**src/rtl/sram_ctrl_pkg.sv**
```systemverilog
`timescale 1ns/1ps
// Shared types and elaboration-time helpers for the static RAM controller.
// Assumes all timing inputs are positive integers in nanoseconds.
package sram_ctrl_pkg;

    typedef enum logic [2:0] {
        ST_IDLE = 3'd0,
        ST_RD   = 3'd1,
        ST_WR   = 3'd2,
        ST_GAP  = 3'd3,
        ST_NOP  = 3'd4
    } seq_state_t;

    // Ceiling of num/den for converting a time limit into whole clock cycles.
    function automatic int ceil_div(input int num, input int den);
        return (num + den - 1) / den;
    endfunction

    // Larger of two integers.
    function automatic int max2(input int a, input int b);
        return (a > b) ? a : b;
    endfunction

endpackage

```
**src/rtl/sram_ctrl_seq.sv**
```systemverilog
`timescale 1ns/1ps
// Access sequencer: tracks which phase the controller is in and how many
// cycles of that phase have elapsed. It takes a request only when idle.
// Assumes RD_CYC >= 2, WR_CYC >= 2 and TURN_CYC >= 1.
module sram_ctrl_seq
    import sram_ctrl_pkg::*;
#(
    parameter int RD_CYC   = 6,
    parameter int WR_CYC   = 6,
    parameter int TURN_CYC = 2,
    parameter int CNT_W    = 4
) (
    input  logic             clk,
    input  logic             rst_n,
    input  logic             req_valid,
    input  logic             req_write,
    input  logic [1:0]       req_be,
    output seq_state_t       st,
    output logic [CNT_W-1:0] cnt,
    output logic             accept,
    output logic             rd_last,
    output logic             busy
);

    localparam logic [CNT_W-1:0] RD_LAST   = CNT_W'(RD_CYC - 1);
    localparam logic [CNT_W-1:0] WR_LAST   = CNT_W'(WR_CYC - 1);
    localparam logic [CNT_W-1:0] TURN_LAST = CNT_W'(TURN_CYC - 1);

    // Acceptance and phase-end decodes used by the other pieces.
    always_comb begin
        accept  = (st == ST_IDLE) && req_valid;
        rd_last = (st == ST_RD) && (cnt == RD_LAST);
        busy    = (st != ST_IDLE);
    end

    // Phase state and phase cycle counter.
    always_ff @(posedge clk) begin
        if (!rst_n) begin
            st  <= ST_IDLE;
            cnt <= '0;
        end else begin
            case (st)
                ST_IDLE: begin
                    cnt <= '0;
                    if (req_valid) begin
                        if (req_be == 2'b00) st <= ST_NOP;
                        else if (req_write)  st <= ST_WR;
                        else                 st <= ST_RD;
                    end
                end
                ST_RD: begin
                    if (cnt == RD_LAST) begin
                        st  <= ST_GAP;
                        cnt <= '0;
                    end else begin
                        cnt <= cnt + 1'b1;
                    end
                end
                ST_WR: begin
                    if (cnt == WR_LAST) begin
                        st  <= ST_GAP;
                        cnt <= '0;
                    end else begin
                        cnt <= cnt + 1'b1;
                    end
                end
                ST_GAP: begin
                    if (cnt == TURN_LAST) begin
                        st  <= ST_IDLE;
                        cnt <= '0;
                    end else begin
                        cnt <= cnt + 1'b1;
                    end
                end
                default: begin
                    st  <= ST_IDLE;
                    cnt <= '0;
                end
            endcase
        end
    end

    // the end of every access leads into the turnaround gap.
    a_r7_gap_after_read: assert property (@(posedge clk) disable iff (!rst_n)
        (st == ST_RD && cnt == RD_LAST) |=> (st == ST_GAP));
    a_r7_gap_after_write: assert property (@(posedge clk) disable iff (!rst_n)
        (st == ST_WR && cnt == WR_LAST) |=> (st == ST_GAP));
    // a no-op occupies exactly one cycle.
    a_r8_noop_one_cycle: assert property (@(posedge clk) disable iff (!rst_n)
        (st == ST_NOP) |=> (st == ST_IDLE));
    // a busy sequencer never restarts an access.
    a_r2_no_restart: assert property (@(posedge clk) disable iff (!rst_n)
        (st == ST_GAP) |=> (st == ST_GAP || st == ST_IDLE));

endmodule

```
**src/rtl/sram_ctrl_pins.sv**
```systemverilog
`timescale 1ns/1ps
// Pin driver: holds every memory-side control, address and data output in a
// register and moves it on the phase edges chosen by the sequencer.
// Assumes WP_CYC + 1 <= WR_CYC so the write strobe ends inside the cycle.
module sram_ctrl_pins
    import sram_ctrl_pkg::*;
#(
    parameter int ADDR_W = 19,
    parameter int DATA_W = 16,
    parameter int RD_CYC = 6,
    parameter int WR_CYC = 6,
    parameter int WP_CYC = 4,
    parameter int CNT_W  = 4
) (
    input  logic              clk,
    input  logic              rst_n,
    input  seq_state_t        st,
    input  logic [CNT_W-1:0]  cnt,
    input  logic              accept,
    input  logic              req_write,
    input  logic [ADDR_W-1:0] req_addr,
    input  logic [DATA_W-1:0] req_wdata,
    input  logic [1:0]        req_be,
    output logic              mem_sel_n,
    output logic              mem_sel,
    output logic              mem_wr_n,
    output logic              mem_rd_n,
    output logic              mem_lo_n,
    output logic              mem_hi_n,
    output logic [ADDR_W-1:0] mem_addr,
    output logic [DATA_W-1:0] mem_dq_out,
    output logic              mem_dq_drv
);

    localparam logic [CNT_W-1:0] RD_LAST = CNT_W'(RD_CYC - 1);
    localparam logic [CNT_W-1:0] WR_LAST = CNT_W'(WR_CYC - 1);
    localparam logic [CNT_W-1:0] WP_END  = CNT_W'(WP_CYC);

    logic start_access;

    // A real access starts only when at least one lane is enabled.
    always_comb start_access = accept && (req_be != 2'b00);

    // Registered pin sequencing for select, strobes, address and data bus.
    always_ff @(posedge clk) begin
        if (!rst_n) begin
            mem_sel_n  <= 1'b1;
            mem_sel    <= 1'b0;
            mem_wr_n   <= 1'b1;
            mem_rd_n   <= 1'b1;
            mem_lo_n   <= 1'b1;
            mem_hi_n   <= 1'b1;
            mem_addr   <= '0;
            mem_dq_out <= '0;
            mem_dq_drv <= 1'b0;
        end else begin
            if (start_access) begin
                mem_addr  <= req_addr;
                mem_sel_n <= 1'b0;
                mem_sel   <= 1'b1;
                mem_lo_n  <= ~req_be[0];
                mem_hi_n  <= ~req_be[1];
                if (req_write) begin
                    mem_dq_out <= req_wdata;
                    mem_dq_drv <= 1'b1;
                end
            end
            case (st)
                ST_RD: begin
                    if (cnt == '0) mem_rd_n <= 1'b0;
                    if (cnt == RD_LAST) begin
                        mem_rd_n  <= 1'b1;
                        mem_sel_n <= 1'b1;
                        mem_sel   <= 1'b0;
                        mem_lo_n  <= 1'b1;
                        mem_hi_n  <= 1'b1;
                    end
                end
                ST_WR: begin
                    if (cnt == '0)    mem_wr_n <= 1'b0;
                    if (cnt == WP_END) mem_wr_n <= 1'b1;
                    if (cnt == WR_LAST) begin
                        mem_wr_n   <= 1'b1;
                        mem_sel_n  <= 1'b1;
                        mem_sel    <= 1'b0;
                        mem_lo_n   <= 1'b1;
                        mem_hi_n   <= 1'b1;
                        mem_dq_drv <= 1'b0;
                    end
                end
                default: ;
            endcase
        end
    end

    // output enable stays high whenever the write strobe is low.
    a_r5_rd_off_in_write: assert property (@(posedge clk) disable iff (!rst_n)
        !mem_wr_n |-> mem_rd_n);
    // data is driven and the chip selected through the whole write pulse.
    a_r5_data_under_pulse: assert property (@(posedge clk) disable iff (!rst_n)
        !mem_wr_n |-> (mem_dq_drv && !mem_sel_n && mem_sel));
    // the controller never drives while the memory may drive.
    a_r10_no_contention: assert property (@(posedge clk) disable iff (!rst_n)
        mem_dq_drv |-> mem_rd_n);
    // output enable is only ever low inside a selected, strobed read.
    a_r3_rd_needs_select: assert property (@(posedge clk) disable iff (!rst_n)
        !mem_rd_n |-> (!mem_sel_n && mem_sel && !(mem_lo_n && mem_hi_n)));
    // data stays stable while the write strobe is low.
    a_r6_data_stable: assert property (@(posedge clk) disable iff (!rst_n)
        (!mem_wr_n && !$past(mem_wr_n)) |-> $stable(mem_dq_out));

endmodule

```
**src/rtl/sram_ctrl_rdcap.sv**
```systemverilog
`timescale 1ns/1ps
// Read capture: samples the memory data bus on the last read cycle and
// zeroes the lanes whose byte strobe was inactive. Assumes two byte lanes.
module sram_ctrl_rdcap #(
    parameter int DATA_W = 16
) (
    input  logic              clk,
    input  logic              rst_n,
    input  logic              rd_last,
    input  logic              mem_lo_n,
    input  logic              mem_hi_n,
    input  logic [DATA_W-1:0] mem_dq_in,
    output logic              rsp_valid,
    output logic [DATA_W-1:0] rsp_data
);

    localparam int LANE_W = DATA_W / 2;

    logic [1:0]        lane_on;
    logic [DATA_W-1:0] masked;

    // Active lanes, low lane first.
    always_comb lane_on = {~mem_hi_n, ~mem_lo_n};

    genvar g;
    generate
        for (g = 0; g < 2; g++) begin : g_lane
            // Pass a lane only when its strobe is active.
            assign masked[g*LANE_W +: LANE_W] =
                lane_on[g] ? mem_dq_in[g*LANE_W +: LANE_W] : '0;
        end
    endgenerate

    // Capture register and one-cycle valid pulse.
    always_ff @(posedge clk) begin
        if (!rst_n) begin
            rsp_valid <= 1'b0;
            rsp_data  <= '0;
        end else begin
            rsp_valid <= rd_last;
            if (rd_last) rsp_data <= masked;
        end
    end

    // the valid indication is a single-cycle pulse.
    a_r4_valid_pulse: assert property (@(posedge clk) disable iff (!rst_n)
        rsp_valid |=> !rsp_valid);

endmodule

```
**src/rtl/sram_async_ctrl.sv**
```systemverilog
`timescale 1ns/1ps
// Top level of the asynchronous static RAM controller. Converts the
// nanosecond limits of a speed grade into cycle counts and wires the
// sequencer, pin driver and read capture together. Assumes CLK_NS > 0.
module sram_async_ctrl
    import sram_ctrl_pkg::*;
#(
    parameter int ADDR_W  = 19,
    parameter int DATA_W  = 16,
    parameter int CLK_NS  = 10,
    parameter int T_RC_NS = 55,
    parameter int T_AA_NS = 55,
    parameter int T_OE_NS = 25,
    parameter int T_WC_NS = 55,
    parameter int T_WP_NS = 40,
    parameter int T_CW_NS = 45,
    parameter int T_DW_NS = 25,
    parameter int T_HZ_NS = 20
) (
    input  logic              clk,
    input  logic              rst_n,
    input  logic              req_valid,
    input  logic              req_write,
    input  logic [ADDR_W-1:0] req_addr,
    input  logic [DATA_W-1:0] req_wdata,
    input  logic [1:0]        req_be,
    output logic              busy,
    output logic              rsp_valid,
    output logic [DATA_W-1:0] rsp_data,
    output logic              mem_sel_n,
    output logic              mem_sel,
    output logic              mem_wr_n,
    output logic              mem_rd_n,
    output logic              mem_lo_n,
    output logic              mem_hi_n,
    output logic [ADDR_W-1:0] mem_addr,
    output logic [DATA_W-1:0] mem_dq_out,
    input  logic [DATA_W-1:0] mem_dq_in,
    output logic              mem_dq_drv
);

    // phase lengths from ceiling division of the time limits.
    localparam int RD_CYC   = max2(max2(ceil_div(T_RC_NS, CLK_NS), ceil_div(T_AA_NS, CLK_NS)),
                                   1 + ceil_div(T_OE_NS, CLK_NS));
    localparam int WP_CYC   = max2(ceil_div(T_WP_NS, CLK_NS),
                                   max2(ceil_div(T_CW_NS, CLK_NS) - 1, ceil_div(T_DW_NS, CLK_NS) - 1));
    localparam int WR_CYC   = max2(ceil_div(T_WC_NS, CLK_NS), WP_CYC + 1);
    localparam int TURN_CYC = max2(1, ceil_div(T_HZ_NS, CLK_NS));
    localparam int CNT_W    = $clog2(max2(max2(RD_CYC, WR_CYC), TURN_CYC) + 1);

    seq_state_t       seq_st;
    logic [CNT_W-1:0] seq_cnt;
    logic             seq_accept;
    logic             seq_rd_last;

    sram_ctrl_seq #(
        .RD_CYC  (RD_CYC),
        .WR_CYC  (WR_CYC),
        .TURN_CYC(TURN_CYC),
        .CNT_W   (CNT_W)
    ) u_seq (
        .clk      (clk),
        .rst_n    (rst_n),
        .req_valid(req_valid),
        .req_write(req_write),
        .req_be   (req_be),
        .st       (seq_st),
        .cnt      (seq_cnt),
        .accept   (seq_accept),
        .rd_last  (seq_rd_last),
        .busy     (busy)
    );

    sram_ctrl_pins #(
        .ADDR_W(ADDR_W),
        .DATA_W(DATA_W),
        .RD_CYC(RD_CYC),
        .WR_CYC(WR_CYC),
        .WP_CYC(WP_CYC),
        .CNT_W (CNT_W)
    ) u_pins (
        .clk       (clk),
        .rst_n     (rst_n),
        .st        (seq_st),
        .cnt       (seq_cnt),
        .accept    (seq_accept),
        .req_write (req_write),
        .req_addr  (req_addr),
        .req_wdata (req_wdata),
        .req_be    (req_be),
        .mem_sel_n (mem_sel_n),
        .mem_sel   (mem_sel),
        .mem_wr_n  (mem_wr_n),
        .mem_rd_n  (mem_rd_n),
        .mem_lo_n  (mem_lo_n),
        .mem_hi_n  (mem_hi_n),
        .mem_addr  (mem_addr),
        .mem_dq_out(mem_dq_out),
        .mem_dq_drv(mem_dq_drv)
    );

    sram_ctrl_rdcap #(
        .DATA_W(DATA_W)
    ) u_rdcap (
        .clk      (clk),
        .rst_n    (rst_n),
        .rd_last  (seq_rd_last),
        .mem_lo_n (mem_lo_n),
        .mem_hi_n (mem_hi_n),
        .mem_dq_in(mem_dq_in),
        .rsp_valid(rsp_valid),
        .rsp_data (rsp_data)
    );

    // an idle controller leaves every memory pin inactive.
    a_r1_idle_quiet: assert property (@(posedge clk) disable iff (!rst_n)
        !busy |-> (mem_sel_n && !mem_sel && mem_wr_n && mem_rd_n && !mem_dq_drv));
    // during the turnaround gap the bus is released and nothing is selected.
    a_r7_gap_quiet: assert property (@(posedge clk) disable iff (!rst_n)
        (seq_st == ST_GAP) |-> (mem_sel_n && mem_rd_n && mem_wr_n && !mem_dq_drv));
    // a no-op never raises a response.
    a_r8_noop_silent: assert property (@(posedge clk) disable iff (!rst_n)
        (seq_st == ST_NOP) |=> !rsp_valid);

endmodule

```
**config.mk**
```make
export PLATFORM = sky130hd
export DESIGN_NAME = sram_async_ctrl
export DESIGN_NICKNAME = d
export VERILOG_FILES = /design/src/rtl/sram_ctrl_pkg.sv /design/src/rtl/sram_ctrl_seq.sv /design/src/rtl/sram_ctrl_pins.sv /design/src/rtl/sram_ctrl_rdcap.sv /design/src/rtl/sram_async_ctrl.sv
export SDC_FILE = /design/constraint.sdc
export NUM_CORES = 1
export LEC_CHECK = 0
export BUFFER_PORTS_ARGS = -buffer_cell sky130_fd_sc_hd__buf_2
export CORE_MARGIN = 10
export CORE_UTILIZATION = 30
export CTS_CLUSTER_SIZE = 8
export DETAILED_ROUTE_END_ITERATION = 6
export PLACE_DENSITY = 0.52
export SLEW_MARGIN = 10
export SYNTH_ARGS = -nofsm -noshare
export SYNTH_HDL_FRONTEND = slang
export SYNTH_SLANG_ARGS = --single-unit
export TNS_END_PERCENT = 10
```
**constraint.sdc**
```tcl
create_clock -name clk -period 2.2 [get_ports clk]
set_clock_uncertainty 0.05 [all_clocks]
set_input_delay 0.55 -clock clk [delete_from_list [all_inputs] [get_ports clk]]
set_output_delay 0.55 -clock clk [all_outputs]
set_load 0.01 [all_outputs]
```
* Word-level counts from Yosys, hierarchy flattened *
Cells that the tools add are included.

word-level totals
  flip-flop bits (word level) = 65
  input port bits = 57

operators by class
  add/subtract/negate cells = 1
  equal/unequal tests = 9
  muxes and demuxes = 31
  bitwise gates (word level) = 2
  reductions and logical operators = 15

operators by type and width
  operator               number
  $mux W1                20
  $mux W3                6
  $mux W8                2
  $pmux W3 S3            1
  $eq A3 B1 Y1 const B   2
  $eq A3 B2 Y1 const B   2
  $eq A3 B3 Y1 const B   2
  $logic_not A3 Y1       2
  $pmux W3 S2            1
  $reduce_and A2 Y1      3
  $reduce_bool A3 Y1     2
  $ne A2 B1 Y1 const B   2
  $reduce_bool A2 Y1     2
  $add A3 B1 Y3 const B  1
  $logic_and A1 B1 Y1    3
  $reduce_and A3 Y1      1
  $logic_not A2 Y1       1
  $mux W2                1
  $ne A2 B2 Y1 const B   1
  $not A1 Y1             2
  $reduce_or A2 Y1       1

* Logic depth before layout (Yosys ltp) *
Gate-level depths: netlist (run 1).

  word-level depth = 6
  depth in mapped cells = 6
  gate-level depth less buffers = 3

* Modules after synthesis *
From an unflattened synthesis (run 1), not the netlist that was laid out.

unflattened totals
  cell total of the unflattened synthesis = 302
  area, all modules = 2668.8 µm²

by module, submodules not included
  module           times used  cells each  area each (µm²)
  sram_ctrl_pins   1           182         1599.0
  sram_ctrl_rdcap  1           74          676.9
  sram_ctrl_seq    1           46          392.9

* Least setup slack after synthesis (run 1) *
No wires, ideal clock.

  kind = input-to-reg
  start = in req_be[1]
  end = reg u_pins.mem_dq_out[10]
  data arrival time = 1.478 ns
  data required time = 2.031 ns
  path slack = 0.553 ns
  stages = 6
  buffers on the path = 3
  cell sequence = or2_0 -> clkbuf_1 -> and3_1 -> buf_4 -> buf_8 -> mux2i_1

between the ends
  longest elaborated chain between the ends = 3

ends and longest elaborated chain
  element                             RTL line               source
  from (decl)                         sram_async_ctrl.sv:26  input logic [1:0] req_be,
  $reduce_bool A2 Y1                  sram_ctrl_pins.sv:42   always_comb start_access = accept && (req_be != 2'b00);
  $logic_and A1 B1 Y1                 sram_ctrl_pins.sv:42
  $reduce_and A2 Y1 (no source line)  --
  to (signal assigned)                sram_ctrl_pins.sv:64   mem_dq_out <= req_wdata;
  to (decl)                           sram_ctrl_pins.sv:31   output logic [DATA_W-1:0] mem_dq_out,

Every way passes these cells.
A chain may end at the register's enable or synchronous reset.

* Worst setup path after layout (run 1) *
  start = reg u_seq.st[0]
  end = out busy

between the ends
  longest elaborated chain between the ends = 1

ends and longest elaborated chain
  element                 RTL line               source
  from (decl)             sram_ctrl_seq.sv:18    output seq_state_t st,
  from (signal assigned)  sram_ctrl_seq.sv:39    st <= ST_IDLE;
  from (signal assigned)  sram_ctrl_seq.sv:46    if (req_be == 2'b00) st <= ST_NOP;
  from (signal assigned)  sram_ctrl_seq.sv:47    else if (req_write) st <= ST_WR;
  $reduce_bool A3 Y1      sram_ctrl_seq.sv:33    busy = (st != ST_IDLE);
  to (decl)               sram_async_ctrl.sv:27  output logic busy,

Every way passes these cells.

==> key figures, run 1 <==
Timing
  – Crit share post-route: 89.47%
  – Slew Limit Fails: 0
  – Relative slew slack: 55.66%
  – Final hold violations: 0
  – Max Clk Rate: 0.5080 GHz
  – # setup viols final: 0
  – Worst Tran Pin Value: 661.3 ps
  – Crit path time final: 1968 ps
  – RSZ-0062 raised after global routing: no
  – Final TNS setup: 0 ps

Worst setup path
  – Reg2reg setup slack: 420 ps
  – Critical Path AT: 1370 ps
  – Worst flop-to-flop path startpoint: u_seq.cnt[2]
  – CP Launch Type: flip-flop
  – CP endpoint kind: output pin
  – Worst-path maximum fanout: 14
  – Reg-to-reg critical path endpoint: u_rdcap.rsp_data[9]
  – Worst reg-to-reg path cell count: 3
  – Worst setup startpoint: u_seq.st[0]
  – Crit Path Class: reg -> out
  – WP data required: 1600 ps

Worst hold path
  – Hold Path Origin: u_pins.mem_dq_out[12]
  – Hold EP: u_pins.mem_dq_out[12]
  – Hold Path Class: reg -> reg
  – Hold Crit Depth: 2

Clocking
  – Hold-fix buffers, CTS: 0
  – Num CTS Buffers: 9
  – CTS tree: built
  – Clock sinks: 65
  – # H-tree levels: 3
  – Clk pin slew, worst setup/hold paths: 70 ps
  – Clock Tree Root: clkbuf_8
  – Clk_lat worst skew: 330 ps
  – Max clock buf depth: 2
  – Post-cts resize count: 0
  – Post-CTS Setup Repair Bufs: 0

Synthesis
  – Yosys top cell area share: 47.99%
  – Top post-synthesis cells by count: dfxtp_1 (65), a21oi_1 (43), o21ai_0 (35)
  – Number of synthesized register bits: 65
  – Post-Synth XOR/XNOR Area: 0.6461%
  – Compound-Gate Fraction of Synth Area: 17.67%
  – Mapped Cells: 308
  – Syn_nets: 365
  – Ys Warns: 0
  – Synth cell types: 38
  – Register area share after synthesis: 47.99%
  – Most frequent cell after synthesis: dfxtp_1
  – Cell taking the most area after synthesis: dfxtp_1
  – Largest family of logic cells by synthesized area: simple AND/OR/NAND/NOR gates
  – Post-synthesis async set-or-reset flop share: 0%
  – Synth Area in Simple Gates: 21.83%
  – Syn Area/Cell: 8.803 um2
  – EDFF count, synth: 0
  – Mapped Area: 2711 um2
  – Dominant cells by area after synthesis: dfxtp_1 (48%), a21oi_1 (7.9%), o21ai_0 (6.5%), mux2i_1 (6.3%), nand4b_1 (5.2%)
  – Ys flop type: dfxtp_1
  – Area share of fa/ha/maj cells after synthesis: 0%
  – Multiplexer share of the synthesized area: 6.276%

Route
  – Via density: 4.883
  – Via count: 2,578
  – DR iter-0 viols: 147
  – Wire length per cell: 16.11 um
  – DRC: 0
  – Detailed Routing Iterations Pass 1: 4
  – Total wire length: 8505 um
  – ANT nets after route: 0

Floorplanning
  – Die height: 115.1 um
  – Placement Rows: 34
  – Die area: 13,240 um2
  – CORE AREA: 8763 um2
  – I/O pins: 117
  – Width of the die: 115.1 um
  – Initial Util: 30.94%

Outcome
  – Status: complete, no violations

Finish
  – Area of the multi-input gates: 1259 um2
  – Filler cells: 902
  – Area grow syn2layout: 32.95%
  – Register area: 1301 um2
  – Share of cells above drive strength 1: 34.76%
  – Nets@finish: 473
  – Number of diodes: 0

Placed design
  – Dpl hpwl: 6165 um
  – Placer congestion estimate: 0.7498
  – Port Buf Inserts: 116

Power
  – LEAKAGE: 1.561 nW
  – PD cells: 806.1 nW/um2
  – Total power: 2.906 mW
  – Max VDD drop: 344.2 uV

Global route
  – First-pass GRT wire length: 13,480 um
  – GRT Overall Usage: 12.52%
  – Vias in the first global route: 2,573
  – Grt total ovfl: 0
  – Largest net degree at the start of global routing: 35
  – Antenna violations before repair: 0

Job
  – Max_cap viols: 0
[report_power, final]
group | total [mW] | switching [mW] | internal [mW]
Clock | 1.20 | 0.455 | 0.743
Sequential | 1.30 | 0.0577 | 1.24
Combinational | 0.410 | 0.226 | 0.184
Total | 2.91 | 0.738 | 2.17
[worst max-delay path, cell delays in order (launching register included)]
cell and delay (ps):
dfxtp_1 470, or3_1 420, buf_2 150
[final cells by class]
type | count | share of cell area (%)
sequential | 65 | 36.10
multi-input combinational | 210 | 34.92
timing repair buffer | 128 | 18.60
tap | 108 | 3.749
clock buffer | 9 | 3.436
clock inverter | 6 | 2.985
inverter | 2 | 0.2083
[cells by family (layout without fill, tap and decap cells)]
kind of cell           Yosys count  count (layout)
buffers and inverters           33             145
XOR/XNOR                         2               2
AO/OA/AOI/OAI                   90              90
flip-flops                      65              65
AND/OR/NAND/NOR                101             101
multiplexers                    17              17
[cell usage in the layout (no fill, tap or decap), drive strengths merged, types with 4 or more instances in the layout]
| master | count |
|---|---|
| nor2b | 4 |
| o21ai | 39 |
| nor2 | 4 |
| dfxtp | 65 |
| nand2 | 33 |
| mux2i | 17 |
| buf | 128 |
| a21oi | 43 |
| nand2b | 4 |
| nand3 | 22 |
| nand4b | 16 |
| clkbuf | 9 |
[registers in the layout, summed over array words and instances, names as in the netlist]
name / flops
u_pins.mem_sel: 1
u_pins.mem_dq_out: 16
u_pins.mem_addr: 19
u_seq.cnt: 3
u_rdcap.rsp_data: 16
u_seq.st: 3
u_pins.mem_lo_n: 1
u_pins.mem_wr_n: 1
u_rdcap.rsp_valid: 1
u_pins.mem_dq_drv: 1
u_pins.mem_hi_n: 1
u_pins.mem_rd_n: 1
u_pins.mem_sel_n: 1
[how the worst max path moves through the flow]
stage / to / slack, ps / cells after the start
after detailed placement: u_pins.mem_addr[13] / 450 / 5
final: busy / 230 / 2
after global placement: u_pins.mem_addr[18] / 460 / 5
after CTS: busy / 200 / 2
after global routing: busy / 160 / 2
after floorplan: u_pins.mem_dq_out[10] / 550 / 6
[stage by stage]
step                setup WS [ps]  cells  area [um2]  util [%]  hold WS, ps
detailed placement          445.2    513        3373     38.49        399.0
global placement            458.2    513        3373     38.49        390.2
floorplan                   552.7    308        2711         -        429.0
finish                      231.6    528        3605     41.13        403.2
CTS                         197.5    528        3605     41.13        398.5
global route                164.4    528        3605     41.13        403.2
[routing by layer]
layer  GRT usage [%]  up-vias  routed length (um)
li1                -     1315                   -
met1           15.10     1184                3561
met2           20.50       71                4289
met3           3.542        8                 546
met4           5.116        0                 107
met5               0        -                   0
Note: power is estimated with default switching activity, not from simulation.
==> inputs of run 2 (changes only) <==
--- a/config.mk
+++ b/config.mk
@@ -7,10 +7,10 @@
 export LEC_CHECK = 0
 export BUFFER_PORTS_ARGS = -buffer_cell sky130_fd_sc_hd__buf_2
 export CORE_MARGIN = 10
-export CORE_UTILIZATION = 30
+export CORE_UTILIZATION = 47
 export CTS_CLUSTER_SIZE = 8
 export DETAILED_ROUTE_END_ITERATION = 6
-export PLACE_DENSITY = 0.52
+export PLACE_DENSITY = 0.76
 export SLEW_MARGIN = 10
 export SYNTH_ARGS = -nofsm -noshare
 export SYNTH_HDL_FRONTEND = slang
==> run 2 against run 1 <==
Die area decreased by 30%. Hold slack improved by 3.8 ps. Fmax decreased by 1.1%. Design area decreased by 2.5%. Via count about the same. First-iteration DRC count decreased by 19%. Critical path depth unchanged. Critical endpoint unchanged. Non-clock buffer count decreased by 1.
==> key figures, run 2 (same netlist as run 1, synthesis figures left out) <==
Worst hold path
  – Hold Crit Depth: 2 (unchanged)
  – Hold Path Class: reg -> reg (unchanged)

Route
  – Wire length per cell: 15.53 um (was 16.11 um)
  – Via density: 5.253 (was 4.883)
  – Via count: 2,579 (was 2,578)
  – DR iter-0 viols: 119 (was 147)
  – ANT nets after route: 0 (unchanged)
  – Detailed Routing Iterations Pass 1: 5 (was 4)
  – Total wire length: 7625 um (was 8505 um)
  – DRC: 0 (unchanged)

Placed design
  – Port Buf Inserts: 116 (unchanged)
  – Number of placed instances with taps included: 476 (was 513)
  – Dpl hpwl: 5502 um (was 6165 um)
  – Placer congestion estimate: 0.7860 (was 0.7498)

Clocking
  – Num CTS Buffers: 9 (unchanged)
  – Post-cts resize count: 0 (unchanged)
  – Clk_lat worst skew: 320 ps (was 330 ps)
  – CTS tree: built (unchanged)
  – Hold-fix buffers, CTS: 0 (unchanged)
  – Clock Tree Root: clkbuf_8 (unchanged)
  – Clk pin slew, worst setup/hold paths: 70 ps (about the same)
  – Post-CTS Setup Repair Bufs: 0 (unchanged)
  – Clock sinks: 65 (unchanged)
  – Max clock buf depth: 2 (unchanged)
  – # H-tree levels: 3 (unchanged)

Timing
  – Final TNS setup: 0 ps (unchanged)
  – Crit share post-route: 90.49% (was 89.47%)
  – # setup viols final: 0 (unchanged)
  – Slew Limit Fails: 0 (unchanged)
  – RSZ-0062 raised after global routing: no (unchanged)
  – Max Clk Rate: 0.5023 GHz (was 0.5080 GHz)
  – Relative slew slack: 60.66% (was 55.66%)
  – Crit path time final: 1991 ps (was 1968 ps)
  – Final hold violations: 0 (unchanged)
  – Worst Tran Pin Value: 590.2 ps (was 661.3 ps)

Worst setup path
  – CP Launch Type: flip-flop (unchanged)
  – Cell Chain, Critical Path: or3_1 -> buf_2 (unchanged)
  – Slowest stage delay, CP: 470 ps (about the same)
  – Critical Path AT: 1390 ps (was 1370 ps)
  – Crit Path Class: reg -> out (unchanged)
  – Worst reg-to-reg path cell count: 4 (was 3)
  – WP data required: 1600 ps (about the same)
  – Reg2reg setup slack: 270 ps (was 420 ps)
  – Worst-path maximum fanout: 14 (unchanged)
  – CP max stage cell: dfxtp_1 (unchanged)
  – CP endpoint kind: output pin (unchanged)

Finish
  – Largest regs: u_pins.mem_addr: 19 flops, u_pins.mem_dq_out: 16 flops, u_rdcap.rsp_data: 16 flops (unchanged)
  – Filler cells: 527 (was 902)
  – Top reg by flops: u_pins.mem_addr (unchanged)
  – Area grow syn2layout: 29.67% (was 32.95%)
  – Layout Cells excl Fill: 491 (was 528)
  – Share of cells above drive strength 1: 34.37% (was 34.76%)
  – Number of diodes: 0 (unchanged)
  – Commonest cells after routing, fill and taps aside: buf_2 (116), dfxtp_1 (65), a21oi_1 (43) (unchanged)
  – Nets@finish: 472 (was 473)
  – Largest register FFs: 19 (unchanged)
  – Most common cell after layout, fill and taps aside: buf_2 (unchanged)

Global route
  – First-pass GRT wire length: 12,120 um (was 13,480 um)
  – Grt total ovfl: 0 (unchanged)
  – Antenna violations before repair: 0 (unchanged)
  – GRT Overall Usage: 16.26% (was 12.52%)
  – Routing usage on met1: 18.36% (was 15.10%)
  – M2 GR Usage: 27.71% (was 20.50%)
  – Largest net degree at the start of global routing: 34 (was 35)
  – Vias in the first global route: 2,614 (was 2,573)
  – Met3 Resource Use GR: 5.214% (was 3.542%)
  – Most Used Layer, Global Route: met2 (unchanged)

Floorplanning
  – Die area: 9206 um2 (was 13,240 um2)
  – CORE AREA: 5540 um2 (was 8763 um2)
  – I/O pins: 117 (unchanged)
  – Placement Rows: 27 (was 34)
  – Die height: 95.95 um (was 115.1 um)
  – Initial Util: 48.94% (was 30.94%)
  – Width of the die: 95.95 um (was 115.1 um)

Power
  – Internal Power: 1.997 mW (was 2.167 mW)
  – PD cells: 764.0 nW/um2 (was 806.1 nW/um2)
  – Clock share of power: 36.8% (was 41.2%)
  – Combinational power share: 15.0% (was 14.1%)
  – Max VDD drop: 541.8 uV (was 344.2 uV)
  – LEAKAGE: 1.543 nW (was 1.561 nW)
  – Reg power frac: 48.2% (was 44.7%)
  – Sw Share: 25.65% (was 25.41%)
  – Net Sw Power: 0.6889 mW (was 0.7385 mW)

Job
  – Max_cap viols: 0 (unchanged)

Outcome
  – Status: complete, no violations (unchanged)
run 2: cell type report:
type | count | area (um2) | share of cell area [%]
clock buffer | 12 | 155.1 | 4.413
clock inverter | 3 | 40.04 | 1.139
inverter | 2 | 7.507 | 0.2135
multi-input combinational | 210 | 1259 | 35.80
sequential | 65 | 1301 | 37.01
tap | 72 | 90.09 | 2.562
timing repair buffer | 127 | 663.1 | 18.86
run 2: layer usage:
layer,vias up,share of wire (%)
li1,1308,-
met1,1187,41
met2,73,51
met3,11,6.5
met4,0,1.7
met5,-,0
run 2: final timing paths:
path / endpoint / start
max: busy / u_seq.st[0]
min: u_pins.mem_dq_out[6] / u_pins.mem_dq_out[6]
max reg2reg: u_pins.mem_dq_out[5] / u_seq.st[0]
min reg2reg: u_pins.mem_dq_out[6] / u_pins.mem_dq_out[6]
run 2: power by group through the flow:
stage               combinational, mW  clock (mW)  sequential (mW)
floorplan                       0.228           0             1.33
global placement                0.398           0             1.32
detailed placement              0.405           0             1.32
CTS                             0.407        1.01             1.29
global route                    0.446        1.07             1.30
finish                          0.403       0.988             1.30
run 2: critical path: cells and delay by family (launching register included):
family	cells	cell delay (ps)
flip-flops	1	470
buffers and inverters	1	150
AND/OR/NAND/NOR	1	440
run 2: per-stage QoR:
stage	worst slack [ps]	instance area, um2	hold slack, ps	utilization, %	power (mW)
final	209.2	3516	407.0	63.46	2.686
after global routing	128.1	3516	401.2	63.46	2.816
after CTS	203.1	3516	406.2	63.46	2.712
after detailed placement	223.0	3321	394.1	59.94	1.724
after global placement	264.9	3321	389.9	59.94	1.716
after floorplan	552.7	2711	429.0	-	1.559
